$ cat src/rtl/edac_pkg.sv
package edac_pkg;

   localparam int unsigned EDAC_DATA_W = 32;
   localparam int unsigned EDAC_CHK_W  = 7;
   // check bits 0 and 3 stored inverted: all-0 / all-1 words never decode clean
   localparam logic [EDAC_CHK_W-1:0] EDAC_INV = 7'h09;

   function automatic logic [EDAC_CHK_W-1:0] rot7(input logic [EDAC_CHK_W-1:0] v,
                                                  input int unsigned s);
      logic [EDAC_CHK_W-1:0] r;
      r = '0;
      for (int unsigned i = 0; i < EDAC_CHK_W; i++)
         r[(i + s) % EDAC_CHK_W] = v[i];
      return r;
   endfunction

   // Column of data bit j: three full rotation orbits of weight-3 patterns,
   // one full orbit of weight-5 patterns, and four fill-in columns that
   // bring every row to 16 ones.
   function automatic logic [EDAC_CHK_W-1:0] edac_column(input int unsigned j);
      logic [EDAC_CHK_W-1:0] base;
      if (j < 21) begin
         case (j / 7)
            0:       base = 7'b0000111;
            1:       base = 7'b0001011;
            default: base = 7'b0100011;
         endcase
         return rot7(base, j % 7);
      end else if (j < 28) begin
         return rot7(7'b1111010, j - 21);
      end else begin
         case (j)
            28:      return 7'h13;
            29:      return 7'h25;
            30:      return 7'h4A;
            default: return 7'h7C;
         endcase
      end
   endfunction

   function automatic logic [EDAC_DATA_W-1:0] edac_row_mask(input int unsigned r);
      logic [EDAC_DATA_W-1:0] m;
      logic [EDAC_CHK_W-1:0]  c;
      m = '0;
      for (int unsigned j = 0; j < EDAC_DATA_W; j++) begin
         c    = edac_column(j);
         m[j] = c[r];
      end
      return m;
   endfunction

endpackage

$ cat src/rtl/edac_parity_gen.sv
module edac_parity_gen
   import edac_pkg::*;
#(
   parameter int unsigned           DATA_W   = EDAC_DATA_W,
   parameter int unsigned           CHK_W    = EDAC_CHK_W,
   parameter logic [CHK_W-1:0]      INV_MASK = EDAC_INV
) (
   input  logic [DATA_W-1:0] data_i,
   output logic [CHK_W-1:0]  chk_o
);

   localparam int unsigned ROW_ONES = DATA_W / 2;

   initial begin
      AST_GEN_SHAPE: assert (DATA_W == EDAC_DATA_W && CHK_W == EDAC_CHK_W)
         else $error("parity generator supports only the 32/7 matrix");
   end

   for (genvar r = 0; r < CHK_W; r++) begin : g_row
      localparam logic [DATA_W-1:0] ROW_MASK = edac_row_mask(r);

      initial begin
         AST_ROW_WEIGHT: assert ($countones(ROW_MASK) == ROW_ONES)
            else $error("row %0d does not cover half the data bits", r);
      end

      assign chk_o[r] = (^(data_i & ROW_MASK)) ^ INV_MASK[r];
   end

endmodule

$ cat src/rtl/edac_syn_decode.sv
module edac_syn_decode
   import edac_pkg::*;
#(
   parameter int unsigned DATA_W = EDAC_DATA_W,
   parameter int unsigned CHK_W  = EDAC_CHK_W
) (
   input  logic [CHK_W-1:0]  syn_i,
   output logic [DATA_W-1:0] flip_o,
   output logic              err_n_o,
   output logic              merr_n_o
);

   logic syn_zero;
   logic syn_chk_only;
   logic syn_data_hit;

   initial begin
      for (int unsigned i = 0; i < DATA_W; i++) begin
         AST_COL_WEIGHT: assert ($countones(edac_column(i)) == 3 ||
                                 $countones(edac_column(i)) == 5)
            else $error("column %0d has even or wrong weight", i);
         for (int unsigned k = i + 1; k < DATA_W; k++) begin
            AST_COL_UNIQUE: assert (edac_column(i) != edac_column(k))
               else $error("columns %0d and %0d collide", i, k);
         end
      end
   end

   for (genvar j = 0; j < DATA_W; j++) begin : g_col
      localparam logic [CHK_W-1:0] COL = edac_column(j);
      assign flip_o[j] = (syn_i == COL);
   end

   assign syn_zero     = (syn_i == '0);
   assign syn_chk_only = $onehot(syn_i);
   assign syn_data_hit = |flip_o;

   assign err_n_o  = syn_zero;
   assign merr_n_o = syn_zero | syn_chk_only | syn_data_hit;

   always_comb begin
      AST_FLIP_ONEHOT: assert ($onehot0(flip_o))
         else $error("more than one data bit selected for repair");
      AST_EVEN_NO_FIX: assert (!(!syn_zero && !(^syn_i)) || (flip_o == '0 && !merr_n_o))
         else $error("even syndrome treated as correctable");
      AST_SINGLE_ODD: assert (!(!err_n_o && merr_n_o) || (^syn_i))
         else $error("correctable flag with even syndrome");
   end

endmodule

$ cat src/rtl/edac_sec_ded.sv
module edac_sec_ded
   import edac_pkg::*;
#(
   parameter int unsigned DATA_W = EDAC_DATA_W,
   parameter int unsigned CHK_W  = EDAC_CHK_W
) (
   input  logic [DATA_W-1:0] data_in,
   input  logic [CHK_W-1:0]  chk_in,
   input  logic              rd_mode,
   output logic [DATA_W-1:0] data_out,
   output logic [CHK_W-1:0]  chk_out,
   output logic              err_n,
   output logic              merr_n
);

   logic [CHK_W-1:0]  gen_chk;
   logic [CHK_W-1:0]  syndrome;
   logic [DATA_W-1:0] flip;
   logic              dec_err_n;
   logic              dec_merr_n;

   initial begin
      AST_TOP_SHAPE: assert (DATA_W == EDAC_DATA_W && CHK_W == EDAC_CHK_W)
         else $error("unsupported width pair");
   end

   edac_parity_gen #(
      .DATA_W   (DATA_W),
      .CHK_W    (CHK_W),
      .INV_MASK (EDAC_INV)
   ) i_gen (
      .data_i (data_in),
      .chk_o  (gen_chk)
   );

   assign syndrome = chk_in ^ gen_chk;

   edac_syn_decode #(
      .DATA_W (DATA_W),
      .CHK_W  (CHK_W)
   ) i_dec (
      .syn_i    (syndrome),
      .flip_o   (flip),
      .err_n_o  (dec_err_n),
      .merr_n_o (dec_merr_n)
   );

   assign data_out = rd_mode ? (data_in ^ flip) : data_in;
   assign chk_out  = rd_mode ? syndrome : gen_chk;
   assign err_n    = rd_mode ? dec_err_n  : 1'b1;
   assign merr_n   = rd_mode ? dec_merr_n : 1'b1;

   always_comb begin
      AST_WRITE_QUIET: assert (rd_mode || (err_n && merr_n && data_out == data_in))
         else $error("write mode disturbed data or flags");
      AST_CLEAN_PASS: assert (!(rd_mode && err_n) || (merr_n && data_out == data_in && chk_out == '0))
         else $error("clean read altered");
      AST_CHKERR_NO_FIX: assert (!(rd_mode && $onehot(chk_out)) || (data_out == data_in && !err_n && merr_n))
         else $error("check-bit error touched data");
      AST_UNCORR_PASS: assert (!(rd_mode && !merr_n) || (!err_n && data_out == data_in))
         else $error("uncorrectable word modified");
   end

endmodule

$ cat config.mk
export PLATFORM = sky130hd
export DESIGN_NAME = edac_sec_ded
export DESIGN_NICKNAME = d
export VERILOG_FILES = /design/src/rtl/edac_pkg.sv /design/src/rtl/edac_parity_gen.sv /design/src/rtl/edac_syn_decode.sv /design/src/rtl/edac_sec_ded.sv
export SDC_FILE = /design/constraint.sdc
export NUM_CORES = 1
export LEC_CHECK = 0
export ABC_AREA = 1
export BUFFER_PORTS_ARGS = -buffer_cell sky130_fd_sc_hd__buf_2
export CAP_MARGIN = 20
export CORE_MARGIN = 3
export CORE_UTILIZATION = 60
export DETAILED_ROUTE_END_ITERATION = 8
export GPL_ROUTABILITY_DRIVEN = 1
export PLACE_DENSITY = 0.88
export SYNTH_ARGS = -nofsm -noshare
export SYNTH_HDL_FRONTEND = slang
export SYNTH_HIERARCHICAL = 1
export SYNTH_SLANG_ARGS = --single-unit
$ cat constraint.sdc
create_clock -name vclk -period 6.4
set_input_delay 0.32 -clock vclk [all_inputs]
set_output_delay 0.32 -clock vclk [all_outputs]
set_load 0.01 [all_outputs]
=== Word level (Yosys, flattened, before mapping) ===
Index checks and enable logic that the tools add are counted.

* Register bits: 0
* Bits of input ports: 40

* Add/subtract/negate cells: 6
* Eq/ne operators: 33
* Mux-type cells: 4
* Bitwise operators: 6
* Reductions and logical operators: 9

{| class="wikitable"
|+ Operator list
! kind !! count
|-
| $reduce_xor 32->1 || 7
|-
| $eq 7x7->1 const B || 16
|-
| $eq 7x6->1 const B || 8
|-
| $mux 32 || 1
|-
| $reduce_or 32->1 || 1
|-
| $xor 32x32->32 || 1
|-
| $eq 7x5->1 const B || 4
|-
| $eq 7x4->1 const B || 3
|-
| $eq 7x3->1 const B || 1
|-
| $logic_not 7->1 || 1
|-
| $mux 7 || 1
|-
| $xor 7x7->7 || 1
|-
| $add 1x1->2 || 3
|-
| $add 3x3->3 || 2
|-
| $add 3x1->3 || 1
|-
| $eq 3x1->1 const B || 1
|-
| $mux 1 || 2
|-
| $not 1->1 || 2
|-
| $or 1x1->1 || 2
|}

=== Depth between registers and ports, before layout ===
Gate-level depths: netlist of the first run.

* Word-level depth: 10
* Mapped depth: 28

=== By module ===
The synthesis of the first run kept the hierarchy.

{| class="wikitable"
|+ Modules (own cells, without submodules)
! module !! instances !! cells an instance !! area an instance (µm²) !! seq. area each (µm²)
|-
| edac_parity_gen || 1 || 347 || 1552.7 || 0.0
|-
| edac_sec_ded || 1 || 259 || 1103.6 || 0.0
|-
| edac_syn_decode || 1 || 135 || 718.2 || 0.0
|}

=== Least setup slack after synthesis of the first run ===
No wires, ideal clock.

* Path kind: input to output
* Start: in data_in[31]
* End: out merr_n
* Arrival: 4.073 ns
* Path slack: 2.007 ns
* Stages on the path: 27
* Cell sequence: buf_2 inv_1 nand2_1 nand2_1 nand2_1 nand2_1 nand2_1 nand2_1 nand2_1 nand2_1 nand2_1 nand2_1 nand2_1 and2_1 buf_6 inv_1 fa_1 fa_1 inv_1 fa_1 fa_1 nor3b_1 nor2_1 nand3_1 nor2_1 nand3_1 or2_1

* Word-level cells in the longest chain between the ends: 10
* Elaborated cells on any way between the ends: 50
* Those cells by class: add/sub: 5; eq/ne: 33; mux: 1; bitwise: 4; reduce/logical: 7

{| class="wikitable"
|+ Ends and longest elaborated chain
! what !! RTL line !! source
|-
| start: declaration || edac_sec_ded.sv:7 || <nowiki>input logic [DATA_W-1:0] data_in,</nowiki>
|-
| $reduce_xor 32->1 * || edac_parity_gen.sv:27 || <nowiki>assign chk_o[r] = (^(data_i & ROW_MASK)) ^ INV_MASK[r];</nowiki>
|-
| $not 1->1 (no line) * || n/a ||
|-
| net gen_chk[3] || edac_sec_ded.sv:16 || <nowiki>logic [CHK_W-1:0] gen_chk;</nowiki>
|-
| $xor 7x7->7 * || edac_sec_ded.sv:36 || <nowiki>assign syndrome = chk_in ^ gen_chk;</nowiki>
|-
| net syndrome[3] || edac_sec_ded.sv:17 || <nowiki>logic [CHK_W-1:0] syndrome;</nowiki>
|-
| $add 1x1->2 (not written as such) || edac_syn_decode.sv:35 || <nowiki>assign syn_chk_only = $onehot(syn_i);</nowiki>
|-
| $add 3x3->3 (not written as such) (2 in a row) || edac_syn_decode.sv:35 ||
|-
| $eq 3x1->1 || edac_syn_decode.sv:35 ||
|-
| $or 1x1->1 || edac_syn_decode.sv:39 || <nowiki>assign merr_n_o = syn_zero | syn_chk_only | syn_data_hit;</nowiki>
|-
| $or 1x1->1 * || edac_syn_decode.sv:39 ||
|-
| net dec_merr_n || edac_sec_ded.sv:20 || <nowiki>logic dec_merr_n;</nowiki>
|-
| $mux 1 * || edac_sec_ded.sv:51 || <nowiki>assign merr_n = rd_mode ? dec_merr_n : 1'b1;</nowiki>
|-
| end: declaration || edac_sec_ded.sv:13 || <nowiki>output logic merr_n</nowiki>
|}

Mark *: on every way through the listed nets, which the timed path passes. The rest lies on a longest branch.

=== Final worst setup path of the first run ===
* Start: in data_in[26]
* End: out merr_n

Same word-level chain as after synthesis.

==> reports/metrics.csv, run 1 <==
metric;value;unit
critical path class;primary input to output port;
total power;0.494;mW
final hold slack;1.03;ns
1st-iter DRT viols;346;
fin. max-slew vios;0;
GP Congestion;0.968;
nets;853;
CP peak stage delay;0.55;ns
multi-input logic area;2630;µm²
Ports;81;
DRC viols;0;
status;completed;
First-pass DRT Iterations;5;
Vert. Die Dim;81.0;µm
post-synthesis mux area share;0;
Setup crit start kind;primary input;
Synth area leader;nand2_1;
post-synthesis simple-gate area fraction;0.647;
Routed Wire Length;10.2;mm
GRT Overall Usage;0.312;
post-synth top area share;0.395;
Compound-Gate Fraction of Synth Area;0.00556;
Avg Cell Area, Syn;4.55;µm²
Vias;4379;
vias in the first global route;3816;
synthesized area;3370;µm²
sequential cells;0;
hold_buf cts;0;
DIE WIDTH;81.0;µm
final setup violating endpoints;0;
FF/Latch Area;0;µm²
Critical Path RT;6.08;ns
syn_nets;789;
Slew @ Worst Pin;0.651;ns
cts repair resizes;0;
Placement Rows;26;
Final Hold Vio Count;0;
register area share after synthesis;0;
Lkg Pwr;2.65;nW
pin count of the biggest net entering global routing;73;
synth-to-layout area growth;10.6;%
Fillers;553;
port bufs;81;
power per standard cell area;132;nW/µm²
post-synthesis instance total;741;
yosys warns;6;
HPWL Detailed;8.61;mm
Final ANT Viol Nets;0;
cell mode on critical path;nand2_1;
Cell variety after synth;25;
worst rel slew slack;0.566;
initial antenna violation count;0;
initial core utilization;0.640;
hold path startpoint;chk_in[4];
Post-synth top cells;nand2_1 (355), inv_1 (148), nand3_1 (98);
Final Cycle Share;0.771;
setup repair bufs after CTS;0;
share of cells above drive strength 1;0.125;
type of the most critical hold path;primary input to output port;
CLK BUF;0;
max_cap viols;0;
hold-critical path depth;5;
Worst Hold Path EP;chk_out[4];
die area;6560;µm²
Synth area leaders;nand2_1 (39%), inv_1 (16%), nand3_1 (15%);
VDD IR-drop max;119;µV
vias per inst;5.02;
Remaining Overflow, GRT;0;
Synth Area in Adders;0.0386;
unrepaired setup endpoints after global routing;false;
ant diodes;0;
CP max-delay cell;fa_1;
Critical Path Sink Type;output port;
DR WL/cell;11.6;µm
largest family of logic cells by synthesized area;simple AND/OR/NAND/NOR gates;
most frequent cell after synthesis;nand2_1;
arrival time at the worst endpoint;4.62;ns
final setup TNS;0;ns
CP Max Fanout;9;
first-pass GRT wire length;16.6;mm
Crit. Startpoint;data_in[26];
CORE AREA;5270;µm²
Fmax;203;MHz
crit path time final;4.94;ns
Synth Area in XOR/XNOR;0.0882;
power breakdown:
group          total (mW)  switching (mW)  internal, mW  leakage [nW]
Clock                   0               0             0             0
Combinational       0.494           0.323         0.171          2.65
Sequential              0               0             0             0
Total               0.494           0.323         0.171          2.65
per-layer routing:
| layer | global-route usage | wire length (µm) |
|---|---|---|
| met5 | 0 | 0 |
| met2 | 0.567 | 4810 |
| met4 | 0.0541 | 143 |
| met3 | 0.0288 | 756 |
| met1 | 0.401 | 4460 |
final cells by class:
class,count,share of cell area
Multi-Input combinational cell,567,0.705
Tap cell,70,0.0235
Inverter,154,0.156
Timing Repair Buffer,82,0.116
worst max path at each step:
stage	to	slack (ns)
floorplan	merr_n	2.01
global placement	merr_n	1.65
detailed placement	merr_n	1.52
CTS	merr_n	1.53
global route	merr_n	1.13
finish	merr_n	1.46
stage by stage:
stage / instance area, µm² / utilization / setup WS, ns / instances
6_report: 3730 / 0.708 / 1.46 / 873
5_1_grt: 3730 / 0.708 / 1.13 / 873
4_1_cts: 3700 / 0.703 / 1.53 / 872
3_5_place_dp: 3700 / 0.703 / 1.52 / 872
3_3_place_gp: 3700 / 0.703 / 1.65 / 872
2_1_floorplan: 3370 / - / 2.01 / 741
worst max-delay path: cells and delay by family:
kind | cells | cell delay [ns]
adder cells (fa/ha/maj) | 4 | 1.91
AND/OR/NAND/NOR | 18 | 1.67
buffers and inverters | 6 | 0.69
cells by family after synthesis:
logic type,Yosys count
adders and majority gates,8
and+or+nand+nor,522
xor gates and xnor gates,34
AOI/OAI and AO/OA,3
buffers and inverters,174
cell usage in the layout (no fill, tap or decap), drive strengths merged:
cell    netlist  layout
nand2       360     360
inv         154     154
nand3       101     101
buf          19      82
nor2         46      46
xnor2        17      17
xor2         17      17
and2          7       7
fa            4       4
ha            4       4
nand3b        3       3
a21oi         3       3
or2           2       2
nand4         2       2
nor3b         1       1
(Power assumes the default switching activity.)
==> run 2: changes to the inputs <==
--- a/config.mk
+++ b/config.mk
@@ -5,14 +5,14 @@
 export SDC_FILE = /design/constraint.sdc
 export NUM_CORES = 1
 export LEC_CHECK = 0
-export ABC_AREA = 1
+export ABC_AREA = 0
 export BUFFER_PORTS_ARGS = -buffer_cell sky130_fd_sc_hd__buf_2
 export CAP_MARGIN = 20
 export CORE_MARGIN = 3
-export CORE_UTILIZATION = 60
+export CORE_UTILIZATION = 53
 export DETAILED_ROUTE_END_ITERATION = 8
 export GPL_ROUTABILITY_DRIVEN = 1
-export PLACE_DENSITY = 0.88
+export PLACE_DENSITY = 0.86
 export SYNTH_ARGS = -nofsm -noshare
 export SYNTH_HDL_FRONTEND = slang
 export SYNTH_HIERARCHICAL = 1
==> constraint.sdc (replaced) <==
create_clock -name vclk -period 5
set_input_delay 0.25 -clock vclk [all_inputs]
set_output_delay 0.25 -clock vclk [all_outputs]
set_load 0.01 [all_outputs]
==> reports/metrics.csv, run 2 <==
metric;value;unit;change
Post-synth top cells;xnor2_1 (59), nand2_1 (48), nor3_1 (30);;was nand2_1 (355), inv_1 (148), nand3_1 (98)
power per standard cell area;674;nW/µm²;was 132 nW/µm²
final setup TNS;0;ns;unchanged
Final ANT Viol Nets;0;;unchanged
first-pass GRT wire length;9.29;mm;was 16.6 mm
CLK BUF;0;;unchanged
Vert. Die Dim;68.9;µm;was 81.0 µm
arrival time at the worst endpoint;4.62;ns;about the same
max_cap viols;0;;unchanged
DIE WIDTH;68.9;µm;was 81.0 µm
pin count of the biggest net entering global routing;42;;was 73
Synth area leaders;xnor2_1 (25%), xnor3_1 (16%), nand2_1 (8.6%);;was nand2_1 (39%), inv_1 (16%), nand3_1 (15%)
metal2 WL;2.98;mm;was 4.81 mm
Avg Cell Area, Syn;8.09;µm²;was 4.55 µm²
VDD IR-drop max;685;µV;was 119 µV
final instance area;2690;µm²;was 3730 µm²
CP Max Fanout;3;;was 9
most frequent cells in the layout;buf_2 (80), xnor2_1 (56), nand2_1 (48);;was nand2_1 (355), inv_1 (148), nand3_1 (98)
fin. max-slew vios;0;;unchanged
nets;395;;was 853
synthesized area;2090;µm²;was 3370 µm²
DR top layer;met4;;unchanged
share of cells above drive strength 1;0.362;;was 0.125
worst rel slew slack;0.566;;about the same
Remaining Overflow, GRT;0;;unchanged
Setup crit start kind;primary input;;unchanged
type of the most critical hold path;primary input to output port;;unchanged
final core occ;0.718;;was 0.708
GP Congestion;0.933;;was 0.968
FF/Latch Area;0;µm²;unchanged
vias per inst;5.40;;was 5.02
ant diodes;0;;unchanged
crit path time final;4.87;ns;
First-pass DRT Iterations;5;;unchanged
Fmax;205;MHz;
initial antenna violation count;0;;unchanged
unrepaired setup endpoints after global routing;true;;was false
Fillers;316;;was 553
WL met3;582;µm;was 756 µm
Synth area leader;xnor2_1;;was nand2_1
vias in the first global route;1966;;was 3816
Routed Wire Length;6.19;mm;was 10.2 mm
hold_buf cts;0;;unchanged
sequential cells;0;;unchanged
DRC viols;0;;unchanged
Cell variety after synth;43;;was 25
Critical Path RT;4.75;ns;was 6.08 ns
Final Hold Vio Count;0;;unchanged
post-synth top area share;0.247;;was 0.395
GRT Overall Usage;0.258;;was 0.312
Placement Rows;22;;was 26
Slew @ Worst Pin;0.651;ns;about the same
HPWL Detailed;4.98;mm;was 8.61 mm
most common cell after layout, fill and taps aside;buf_2;;was nand2_1
post-synthesis instance total;259;;was 741
syn_nets;307;;was 789
Post-DP Area;2570;µm²;was 3700 µm²
pre-CTS worst setup slack;-0.160;ns;was 1.52 ns
1st-iter DRT viols;239;;was 346
synth-to-layout area growth;28.4;%;was 10.6%
die area;4740;µm²;was 6560 µm²
final setup violating endpoints;0;;unchanged
Critical Path Sink Type;output port;;unchanged
DR WL/cell;15.7;µm;was 11.6 µm
critical path class;primary input to output port;;unchanged
Vias;2121;;was 4379
min setup slack post-route;0.132;ns;was 1.46 ns
port bufs;81;;unchanged
Lkg Pwr;1.22;nW;was 2.65 nW
most frequent cell after synthesis;xnor2_1;;was nand2_1
Final Cycle Share;0.974;;
yosys warns;6;;unchanged
Ports;81;;unchanged
status;completed;;unchanged
CORE AREA;3740;µm²;was 5270 µm²
final hold slack;0.789;ns;was 1.03 ns
Metal-1 WL;2.54;mm;was 4.46 mm
initial core utilization;0.559;;was 0.640
register area share after synthesis;0;;unchanged
==> run 2: cell types whose count changed after synthesis, moves of 15 or more <==
| cell | change |
|---|---|
| nand2_1 | -307 |
| inv_1 | -137 |
| nand3_1 | -96 |
| xnor2_1 | +42 |
| nor2_1 | -41 |
| nor3_1 | +30 |
| xnor3_1 | +15 |
==> run 2: stage by stage <==
stage          power [mW]  instances
3_5_place_dp         1.68        389
5_1_grt              2.01        393
4_1_cts              1.70        390
6_report             1.81        393
2_1_floorplan        1.25        259
3_3_place_gp         1.63        389
==> run 2: final timing paths <==
path / end / start / cells past startpoint / slack [ns]
hold / removal: data_out[23] / data_in[23] / 3 / 0.79
setup / recovery: merr_n / data_in[23] / 17 / 0.13
==> run 2: logic make-up (layout without fill, tap and decap cells) <==
kind of cell,Yosys count,after routing,synth area share
XOR/XNOR,98,98,0.547
adder cells (fa/ha/maj),8,8,0.0621
AO/OA/AOI/OAI,11,11,0.0352
AND/OR/NAND/NOR,114,114,0.277
buffers and inverters,27,113,0.0741
multiplexers,1,1,0.00478
==> run 2: metal layers <==
layer  global-route usage  up-vias
li1                     -     1025
met1                0.361      954
met2                0.454      134
met3               0.0146        8
met4               0.0243        0
met5                    0        -
==> run 2: what timing repair did <==
| action | CTS | global route |
|---|---|---|
| pin swaps | 4 | 16 |
| endpoints found under the hold margin | 0 | 0 |
| buffers inserted | 1 | 3 |
| setup endpoints to repair | 1 | 1 |
| gates resized for setup | 3 | 16 |
==> run 2: worst max-delay path, cell delays in order <==
cell	delay [ns]
buf_6	0.10
xnor3_1	0.41
xnor3_1	0.26
xnor3_2	0.42
xor2_2	0.24
inv_2	0.08
fa_1	0.48
fa_1	0.57
inv_2	0.04
fa_2	0.35
fa_1	0.50
nor3b_2	0.05
a311oi_1	0.21
and4_1	0.21
nand4_1	0.07
or2b_1	0.23
buf_2	0.14
==> run 2: final cells by class <==
type,count,area [µm²],share of cell area
timing repair buffer,102,569,0.212
inverter,11,41.3,0.0154
multi-input combinational,232,2020,0.751
tap,48,60.1,0.0223
==> run 2: where the power goes <==
| group | internal (mW) | switching [mW] |
|---|---|---|
| clock | 0 | 0 |
| combinational | 0.792 | 1.02 |
| sequential | 0 | 0 |
